[config.mk]
export PLATFORM = sky130hd
export DESIGN_NAME = cz_alu
export DESIGN_NICKNAME = d
export VERILOG_FILES = /design/src/rtl/cz_alu_pkg.sv /design/src/rtl/cz_dec.sv /design/src/rtl/cz_add.sv /design/src/rtl/cz_nor.sv /design/src/rtl/cz_alu.sv
export SDC_FILE = /design/constraint.sdc
export NUM_CORES = 1
export LEC_CHECK = 0
export ABC_AREA = 1
export BUFFER_PORTS_ARGS = -buffer_cell sky130_fd_sc_hd__buf_4
export CAP_MARGIN = 20
export CORE_MARGIN = 3
export CORE_UTILIZATION = 40
export DETAILED_ROUTE_END_ITERATION = 10
export PLACE_DENSITY_LB_ADDON = 0.15
export SLEW_MARGIN = 20
export SYNTH_ARGS = -nofsm -noshare
export SYNTH_HDL_FRONTEND = slang
export SYNTH_HIERARCHICAL = 1
export SYNTH_SLANG_ARGS = --single-unit
[constraint.sdc]
create_clock -name vclk -period 4.06
set_clock_uncertainty 0.2 [all_clocks]
set_input_delay 0.406 -clock vclk [all_inputs]
set_output_delay 0.406 -clock vclk [all_outputs]
set_load 0.005 [all_outputs]
[src/rtl/cz_alu_pkg.sv]
package cz_alu_pkg;

    localparam int OP_W = 3;

    typedef enum logic [OP_W-1:0] {
        ALU_ADD  = 3'd0,
        ALU_SUB  = 3'd1,
        ALU_CMP  = 3'd2,
        ALU_NOR  = 3'd3,
        ALU_PASS = 3'd4,
        ALU_INC  = 3'd5,
        ALU_DEC  = 3'd6,
        ALU_NONE = 3'd7
    } alu_op_e;

    typedef enum logic [1:0] {
        SRC_SUM = 2'd0,
        SRC_NOR = 2'd1,
        SRC_OPB = 2'd2
    } res_src_e;

    typedef struct packed {
        logic res;
        logic c;
        logic z;
    } wb_t;

    typedef struct packed {
        logic     use_one;  // replace operand b by constant one
        logic     invert;   // ones-complement the adder's second input
        logic     cin;      // constant carry into the adder
        res_src_e src;
        wb_t      wb;
    } ctrl_t;

    function automatic ctrl_t decode_op(alu_op_e op);
        ctrl_t c;
        c = '{use_one: 1'b0, invert: 1'b0, cin: 1'b0, src: SRC_OPB,
              wb: '{res: 1'b0, c: 1'b0, z: 1'b0}};
        unique case (op)
            ALU_ADD: begin
                c.src = SRC_SUM;
                c.wb  = '{res: 1'b1, c: 1'b1, z: 1'b1};
            end
            ALU_SUB: begin
                c.src    = SRC_SUM;
                c.invert = 1'b1;
                c.cin    = 1'b1;
                c.wb     = '{res: 1'b1, c: 1'b1, z: 1'b1};
            end
            ALU_CMP: begin
                c.src    = SRC_SUM;
                c.invert = 1'b1;
                c.cin    = 1'b1;
                c.wb     = '{res: 1'b0, c: 1'b1, z: 1'b1};
            end
            ALU_NOR: begin
                c.src = SRC_NOR;
                c.wb  = '{res: 1'b1, c: 1'b0, z: 1'b1};
            end
            ALU_PASS: begin
                c.src = SRC_OPB;
                c.wb  = '{res: 1'b1, c: 1'b0, z: 1'b1};
            end
            ALU_INC: begin
                c.src     = SRC_SUM;
                c.use_one = 1'b1;
                c.wb      = '{res: 1'b1, c: 1'b0, z: 1'b1};
            end
            ALU_DEC: begin
                c.src     = SRC_SUM;
                c.use_one = 1'b1;
                c.invert  = 1'b1;
                c.cin     = 1'b1;
                c.wb      = '{res: 1'b1, c: 1'b0, z: 1'b1};
            end
            default: begin
                c.src = SRC_OPB;
            end
        endcase
        return c;
    endfunction

endpackage

[src/rtl/cz_dec.sv]
module cz_dec
    import cz_alu_pkg::*;
(
    input  logic [OP_W-1:0] op_code,
    output ctrl_t           ctrl
);

    always_comb begin
        ctrl = decode_op(alu_op_e'(op_code));
    end

endmodule

[src/rtl/cz_add.sv]
module cz_add #(
    parameter int W = 8
) (
    input  logic [W-1:0] a,
    input  logic [W-1:0] b,
    input  logic         invert,
    input  logic         cin,
    output logic [W-1:0] sum,
    output logic         cout
);

    localparam int FW = W + 1;

    logic [FW-1:0] full;
    logic [W-1:0]  b_eff;

    assign b_eff = b ^ {W{invert}};
    assign full  = {1'b0, a} + {1'b0, b_eff} + {{W{1'b0}}, cin};
    assign sum   = full[W-1:0];
    assign cout  = full[FW-1];

endmodule

[src/rtl/cz_nor.sv]
module cz_nor #(
    parameter int W = 8
) (
    input  logic [W-1:0] a,
    input  logic [W-1:0] b,
    output logic [W-1:0] y
);

    for (genvar i = 0; i < W; i++) begin : g_bit
        assign y[i] = ~(a[i] | b[i]);
    end

endmodule

[src/rtl/cz_alu.sv]
module cz_alu
    import cz_alu_pkg::*;
#(
    parameter int DATA_W = 8
) (
    input  logic [DATA_W-1:0] opd_a,
    input  logic [DATA_W-1:0] opd_b,
    input  logic [2:0]        op_sel,
    output logic [DATA_W-1:0] result,
    output logic              carry_nxt,
    output logic              zero_nxt,
    output logic              res_wr,
    output logic              carry_wr,
    output logic              zero_wr
);

    localparam logic [DATA_W-1:0] ONE = {{(DATA_W-1){1'b0}}, 1'b1};

    ctrl_t             ctrl;
    logic [DATA_W-1:0] add_in_b;
    logic [DATA_W-1:0] sum_v;
    logic              sum_c;
    logic [DATA_W-1:0] nor_v;

    cz_dec u_dec (
        .op_code (op_sel),
        .ctrl    (ctrl)
    );

    assign add_in_b = ctrl.use_one ? ONE : opd_b;

    cz_add #(.W(DATA_W)) u_add (
        .a      (opd_a),
        .b      (add_in_b),
        .invert (ctrl.invert),
        .cin    (ctrl.cin),
        .sum    (sum_v),
        .cout   (sum_c)
    );

    cz_nor #(.W(DATA_W)) u_nor (
        .a (opd_a),
        .b (opd_b),
        .y (nor_v)
    );

    always_comb begin
        unique case (ctrl.src)
            SRC_SUM: result = sum_v;
            SRC_NOR: result = nor_v;
            default: result = opd_b;
        endcase
    end

    assign carry_nxt = sum_c;
    assign zero_nxt  = ~|result;
    assign res_wr    = ctrl.wb.res;
    assign carry_wr  = ctrl.wb.c;
    assign zero_wr   = ctrl.wb.z;

endmodule

==> flow_summary.yaml, run 1 <==
pwr:
  total_power_w: 0.0002594
  power.leakage_nw: 0.7627
  p_per_area_mw_per_mm2: 213.1
  peakVddDrop_mv: 0.1337
sta:
  setup_viol: 0
  tns_ns: 0
  relSlewSlack_pct: 58.39
  fmax_mhz: 264.0
  post-route-period-util_pct: 93.31
  whs_ns: 0.8770
  worst_slew_pin_slew_ns: 0.6235
  grt_setup_unrepaired: "no"
  fin_crit_ns: 3.788
  hold_viol_final: 0
  maxSlewViolCount: 0
drt:
  wl_met3_um: 94
  wl_met1_mm: 1.106
  vias: 1097
  wl_met2_mm: 1.181
  drtIter0Drc: 13
  drc_errors: 0
  ant_nets: 0
  routed.top_layer: "met4"
  drt_pass1_iterations: 4
  viasPerCell: 4.854
  wl_mm: 2.390
  wire_per_inst_um: 10.58
placement:
  place.gp.congestion: 0.8892
  dp_hpwl_mm: 2.037
  io_buffers: 32
  dp_cells: 226
logic_synthesis:
  synthCells: 170
  synthAdderAreaFrac_pct: 19.44
  synth.distinct_cells: 25
  synth_compound_area_share_pct: 4.859
  syn_area_um2: 978.4
  yosys_warnings: 6
  synth_xor_area_share_pct: 9.847
  synthesis.nets: 203
  synth_top_family_by_area: "simple AND/OR/NAND/NOR gates"
  avgSynthCellArea_um2: 5.756
  synthMuxAreaShare_pct: 0
  ys_seq_area_share_pct: 0
  synthSimpleGateAreaFrac_pct: 48.21
setup_path:
  crit_required_ns: 3.45
  cp.arrival_ns: 3.18
  worstSetupStartpointType: "input port"
  critPathMaxFanout: 4
  cp-end-kind: "primary output"
  critPathKind: "input port to primary output"
flow_run:
  maxCapViolCount: 0
grt:
  grt_pass1_wl_mm: 4.174
  grt_max_degree: 11
  grt_overflow: 0
  grt_pass1_vias: 1020
  antenna_found_initial: 0
  grt_usage_pct: 15.62
hold_path:
  whs_path_depth: 3
  min_to: "carry_wr"
  min-delay-start: "op_sel[2]"
  hold_class: "input port to primary output"
die:
  die-area_mm2: 0.003076
  num_rows: 17
  die_x_um: 55.46
  ios: 32
  start_util_pct: 42.99
  core_mm2: 0.002276
  dieHeight_um: 55.46
final_layout:
  fill_cells: 238
  instances_no_fill: 226
  syn2layout_area_growth_pct: 24.42
  clock_buffers: 0
  n_antenna_cell: 0
  seqCellArea_um2: 0
  final_nets: 233
  layout_common_cells: "nand2_1 (44), buf_4 (33), inv_1 (31)"
  drive_above_1_share_pct: 26.26
  numSequentialCells: 0
  multi_input_area_um2: 805.8
  layout_commonest_cell: "nand2_1"
clock_network:
  ctsResizeCount: 0
  holdBufCountCts: 0
  post-cts-setup-buffer-count: 0
run_status:
  outcome: "finished, final reports clean"
==> power by group <==
group          total (W)  internal (W)  switching [W]
clock network          0             0              0
registers              0             0              0
logic           0.000259      0.000118       0.000141
==> area by class of cell <==
cell class,instances,area share (%)
inverters,33,10.59
multi-input cells,132,66.19
well taps,28,2.878
repair buffers,33,20.35
==> synth_stat cells (all sizes together) <==
cell	number	area, um2
nand2	47	183.9
inv	33	128.9
nor2	27	111.4
nand3	21	150.2
ha	12	150.1
a21oi	7	38.79
xor2	6	52.55
xnor2	5	43.79
buf	3	26.27
clkbuf	2	17.51
fa	2	40.04
or2	2	12.52
a21o	1	8.760
nand3b	1	7.510
nand4	1	6.260
==> stage by stage <==
| stage | utilization (%) | setup slack [ns] | cell area, um2 |
|---|---|---|---|
| 6_report | 53.49 | 0.2716 | 1217 |
| 4_1_cts | 53.49 | 0.2474 | 1217 |
| 2_1_floorplan | - | 0.5699 | 978.4 |
| 5_1_grt | 53.49 | 0.0006777 | 1217 |
| 3_5_place_dp | 53.49 | 0.2558 | 1217 |
| 3_3_place_gp | 53.49 | 0.3024 | 1217 |
==> critical path, stage by stage <==
cell and delay (ns):
buf_4 0.10, inv_1 0.05, ha_1 0.21, nor2_1 0.20
nor2_1 0.08, or2_2 0.28, xnor2_1 0.14, fa_1 0.40
fa_1 0.41, inv_1 0.09, nand3_1 0.10, nand4_1 0.08
nand2_1 0.06, nand2_1 0.07, nand3_2 0.07, nor2_1 0.15
nand2_1 0.07, nor2_1 0.10, buf_4 0.11
==> cell families after synthesis <==
kind of cell / count (synthesis)
xor+xnor: 11
fa+ha+maj: 14
buf+inv: 38
simple gates: 99
compound gates: 8
==> metal layers <==
layer / up-vias / GRT usage (%)
li1: 573 / -
met5: - / 0
met3: 2 / 1.402
met1: 500 / 18.97
met4: 0 / 2.083
met2: 22 / 29.90
==> worst max path at each step <==
stage	startpoint	depth (start not counted)	endpoint	slack, ns
after global placement	op_sel[1]	19	zero_nxt	0.30
after global routing	op_sel[1]	19	zero_nxt	0.0007
after floorplan	op_sel[0]	18	zero_nxt	0.57
after detailed placement	op_sel[1]	19	zero_nxt	0.26
final	op_sel[1]	19	zero_nxt	0.27
after CTS	op_sel[1]	19	zero_nxt	0.25
No activity file was read; power rests on OpenSTA's default activity.
==> run 2, diff against run 1 <==
==> constraint.sdc (replaced) <==
create_clock -name vclk -period 4.06
set_clock_uncertainty 0.2 [all_clocks]
set_input_delay 0.609 -clock vclk [all_inputs]
set_output_delay 0.609 -clock vclk [all_outputs]
set_load 0.005 [all_outputs]
==> run 2 against run 1 <==
Effect of this change: clock-buffer cell count unchanged; non-clock buffer count grew 4; sequential cell count unchanged; global-route usage barely moved; largest power group unchanged; highest routed layer is now met3.
==> flow_summary.yaml, run 2 (synthesized netlist as in run 1, its figures left out) <==
sta:
  relSlewSlack_pct: 57.82
  fin_crit_ns: 3.881
  maxSlewViolCount: 0
  setup_viol: 0
  hold_viol_final: 0
  worst_slew_pin_slew_ns: 0.6320
  post-route-period-util_pct: 95.58
  fmax_mhz: 257.7
  grt_setup_unrepaired: "yes"
drt:
  drc_errors: 0
  drtIter0Drc: 20
  wl_mm: 2.489
  wire_per_inst_um: 10.82
  viasPerCell: 4.839
  drt_pass1_iterations: 6
  ant_nets: 0
  vias: 1113
final_layout:
  fill_cells: 251
  drive_above_1_share_pct: 35.15
  final_nets: 237
  layout_common_cells: "nand2_1 (43), buf_4 (35), inv_1 (28)"
  postLayoutCellArea_mm2: 0.001328
  clock_buffers: 0
  instances_no_fill: 230
  seqCellArea_um2: 0
  n_antenna_cell: 0
  syn2layout_area_growth_pct: 35.68
  numSequentialCells: 0
  layout_commonest_cell: "nand2_1"
setup_path:
  cp.arrival_ns: 3.07
  worstSetupStartpointType: "input port"
  crit_end: "zero_nxt"
  startpoint: "op_sel[0]"
  critPathMaxFanout: 3
  crit_required_ns: 3.25
  cp-end-kind: "primary output"
  critPathKind: "input port to primary output"
placement:
  io_buffers: 32
  place.gp.congestion: 0.8689
  dp_hpwl_mm: 2.128
  post_dp_cell_area_mm2: 0.001240
  dp_cells: 229
die:
  die_x_um: 55.46
  ios: 32
  start_util_pct: 42.99
  core_mm2: 0.002276
  num_rows: 17
  die-area_mm2: 0.003076
  dieHeight_um: 55.46
pwr:
  peakVddDrop_mv: 0.1620
  p_per_area_mw_per_mm2: 211.7
  power.leakage_nw: 0.7971
flow_run:
  maxCapViolCount: 0
grt:
  grt_usage_pct: 15.63
  grt_pass1_vias: 1035
  grt_max_degree: 11
  grt_overflow: 0
  antenna_found_initial: 0
  grt_pass1_wl_mm: 4.167
run_status:
  outcome: "finished, final reports clean"
hold_path:
  hold_class: "input port to primary output"
## run 2: cell count changes in the layout (fill, tap and decap cells not counted), moves of 2 or more
cell	change
buf_4	+2
buf_6	+2
xnor2_1	-2
nor2_2	+3
inv_1	-3
fa_1	-2
fa_2	+2
nor2_1	-4
inv_2	+2
ha_1	-2
xnor2_2	+2
ha_4	+2
## run 2: metal layers
metal / vias to the layer above / share of wire [%] / GRT usage (%)
li1: 585 / - / -
met1: 506 / 43 / 18.72
met2: 22 / 52 / 30.57
met3: 0 / 4.0 / 1.402
met4: 0 / 0 / 1.389
met5: - / 0 / 0
## run 2: worst min path at each step
stage                     slack [ns]        to  depth (start not counted)       from
after detailed placement        1.29  carry_wr                          3  op_sel[2]
after global placement          1.28  carry_wr                          3  op_sel[2]
after CTS                       1.29  carry_wr                          3  op_sel[2]
final                           1.29  carry_wr                          3  op_sel[2]
after floorplan                 1.05  carry_wr                          1  op_sel[2]
after global routing            1.31  carry_wr                          3  op_sel[2]
## run 2: area by class of cell
type	count	area [um2]	area share [%]
timing repair buffer	37	285.3	21.49
multi-input combinational	132	875.8	65.98
tap	28	35.03	2.639
inverter	33	131.4	9.896
## run 2: what timing repair did
item / CTS / global route
resized for setup: 2 / 20
buffers inserted: 0 / 1
endpoints found under the setup margin: 1 / 1
pin swaps: 0 / 8
endpoints found under the hold margin: 0 / 0
hold buffers: 0 / 0
## run 2: report_power, final
part | switching (W) | internal [W]
clock | 0 | 0
combinational | 0.000150 | 0.000131
sequential | 0 | 0
## run 2: critical path: stages
cell,delay (ns)
buf_6,0.10
inv_4,0.04
ha_4,0.16
nor2_4,0.11
nor2_2,0.05
or2_4,0.23
xnor2_2,0.14
fa_2,0.39
fa_2,0.40
inv_2,0.06
a21oi_1,0.07
xnor2_1,0.13
nand2_1,0.09
nand3_2,0.08
nor2_2,0.11
nand2_1,0.07
nor2_1,0.11
buf_4,0.11
## run 2: metrics by stage
stage	worst slack (ns)	utilization [%]	power (W)	setup TNS (ns)	hold WS [ns]
floorplan	0.1639	-	0.0001747	0	1.046
global placement	0.06472	54.48	0.0002625	0	1.281
detailed placement	-0.05387	54.48	0.0002644	-0.05387	1.288
CTS	0.02815	54.70	0.0002673	0	1.288
global route	-0.009644	58.33	0.0003207	-0.009644	1.314
finish	0.1793	58.33	0.0002811	0	1.287
==> run 3, diff against run 2 <==
Settings changed: PLACE_DENSITY set to 0.77, PLACE_DENSITY_LB_ADDON 0.15 to unset.
==> run 3 against run 2 <==
Effect of this change: critical path depth fell by 1; hold slack worse by 0.0026 ns; total power up 4.0%; setup slack got worse by 0.082 ns; combinational power grew 4%; cell count is 2.6% higher; sequential cell count unchanged; utilization is 1.5 points higher; clock-buffer cell count did not move; largest cell class unchanged.
==> flow_summary.yaml, run 3 (synthesized netlist as in run 1, its figures left out) <==
setup_path:
  cp.arrival_ns: 3.15
  crit_chain: "buf_4, inv_2, ha_2, nor2_4, nor2_2, or2_4, xnor2_2, fa_2, fa_2, buf_4, xnor2_1, nand2_1, nand3_2, nor2_2, nand2_1, nor2_1, buf_4"
  max_stage_delay_ns: 0.41
  crit_top_cell: "buf_4"
  worstSetupStartpointType: "input port"
  crit_required_ns: 3.25
  path_delay_family: "adder cells"
  cpMaxStageDelayCell: "fa_2"
  critPathKind: "input port to primary output"
  path_buf_inv: 4
  critPathMaxFanout: 3
  cp-end-kind: "primary output"
pwr:
  peakVddDrop_mv: 0.1449
  pwr-share-clk_pct: 0
  netSwitchingFraction_pct: 51.95
  p_sw_w: 0.0001519
  p_int_w: 0.0001405
  pwr-share-comb_pct: 100.0
  p_per_area_mw_per_mm2: 214.8
  pwr-share-seq_pct: 0
  power.leakage_nw: 0.8249
placement:
  dp_cells: 232
  io_buffers: 32
  place.gp.congestion: 0.9046
  dp_hpwl_mm: 1.992
grt:
  grt_pass1_vias: 955
  antenna_found_initial: 0
  grt_overflow: 0
  grt_pass1_wl_mm: 4.077
  grt_usage_pct: 15.43
  grt_max_degree: 11
final_layout:
  instances_no_fill: 236
  n_antenna_cell: 0
  clock_buffers: 0
  seqCellArea_um2: 0
  drive_above_1_share_pct: 36.06
  fill_cells: 223
  layout_common_cells: "nand2_1 (44), buf_4 (42), inv_1 (29)"
  syn2layout_area_growth_pct: 39.13
  final_nets: 243
  numSequentialCells: 0
  layout_commonest_cell: "nand2_1"
sta:
  post-route-period-util_pct: 97.59
  whs_ns: 1.284
  fin_crit_ns: 3.962
  maxSlewViolCount: 0
  worst_slew_pin_slew_ns: 0.3851
  setup_viol: 0
  relSlewSlack_pct: 74.30
  fmax_mhz: 252.4
  hold_viol_final: 0
die:
  ios: 32
  die-area_mm2: 0.003076
  start_util_pct: 42.99
  die_x_um: 55.46
  num_rows: 17
  core_mm2: 0.002276
  dieHeight_um: 55.46
drt:
  wl_mm: 2.495
  viasPerCell: 4.742
  ant_nets: 0
  wire_per_inst_um: 10.57
  drt_pass1_iterations: 4
  drc_errors: 0
  vias: 1119
  drtIter0Drc: 15
hold_path:
  hold_class: "input port to primary output"
  whs_path_depth: 3
  min-delay-start: "op_sel[2]"
  min_to: "carry_wr"
run_status:
  outcome: "finished, final reports clean"
clock_network:
  holdBufCountCts: 0
flow_run:
  maxCapViolCount: 0
## run 3: cell count changes in the layout (fill, tap and decap cells not counted), sizes merged
cell / delta
buf: +6
## run 3: metrics by stage
| step | power (W) | setup WS [ns] | TNS [ns] | utilization (%) | area (um2) |
|---|---|---|---|---|---|
| 5_1_grt | 0.0003261 | -0.04037 | -0.04037 | 59.81 | 1361 |
| 3_3_place_gp | 0.0002631 | 0.07772 | 0 | 55.47 | 1262 |
| 6_report | 0.0002924 | 0.09767 | 0 | 59.81 | 1361 |
| 3_5_place_dp | 0.0002664 | 0.03630 | 0 | 55.47 | 1262 |
| 4_1_cts | 0.0002678 | 0.02799 | 0 | 55.47 | 1262 |
| 2_1_floorplan | 0.0001747 | 0.1639 | 0 | - | 978.4 |
## run 3: worst max-delay path by stage
| stage | endpoint | slack (ns) | cells past startpoint | start |
|---|---|---|---|---|
| 2_1_floorplan | zero_nxt | 0.16 | 18 | op_sel[0] |
| 3_3_place_gp | zero_nxt | 0.08 | 17 | op_sel[0] |
| 3_5_place_dp | zero_nxt | 0.04 | 17 | op_sel[0] |
| 4_1_cts | zero_nxt | 0.03 | 17 | op_sel[0] |
| 5_1_grt | zero_nxt | -0.04 | 17 | op_sel[0] |
| 6_report | zero_nxt | 0.1 | 17 | op_sel[0] |
## run 3: power groups by stage
| stage | Clock, W | Combinational, W | Sequential [W] |
|---|---|---|---|
| 2_1_floorplan | 0 | 0.000175 | 0 |
| 3_3_place_gp | 0 | 0.000263 | 0 |
| 3_5_place_dp | 0 | 0.000266 | 0 |
| 4_1_cts | 0 | 0.000268 | 0 |
| 5_1_grt | 0 | 0.000326 | 0 |
| 6_report | 0 | 0.000292 | 0 |
## run 3: timing repair
item                                    4_1_cts  5_1_grt
setup buffers                                 0        4
resized for setup                             0       18
endpoints found under the setup margin        0        2
## run 3: final cells by class
type,instances,area (um2),area share [%]
inverter,33,128.9,9.467
multi-input combinational,132,870.8,63.97
timing repair buffer,43,326.6,23.99
tap,28,35.03,2.574
## run 3: per-layer routing
layer  wire, um  track usage (%)  up-vias
met1       1120            21.65      492
met3        131           0.4673        0
met5          0                0        -
li1           -                -      596
met4          0                0        0
met2       1243            27.70       31
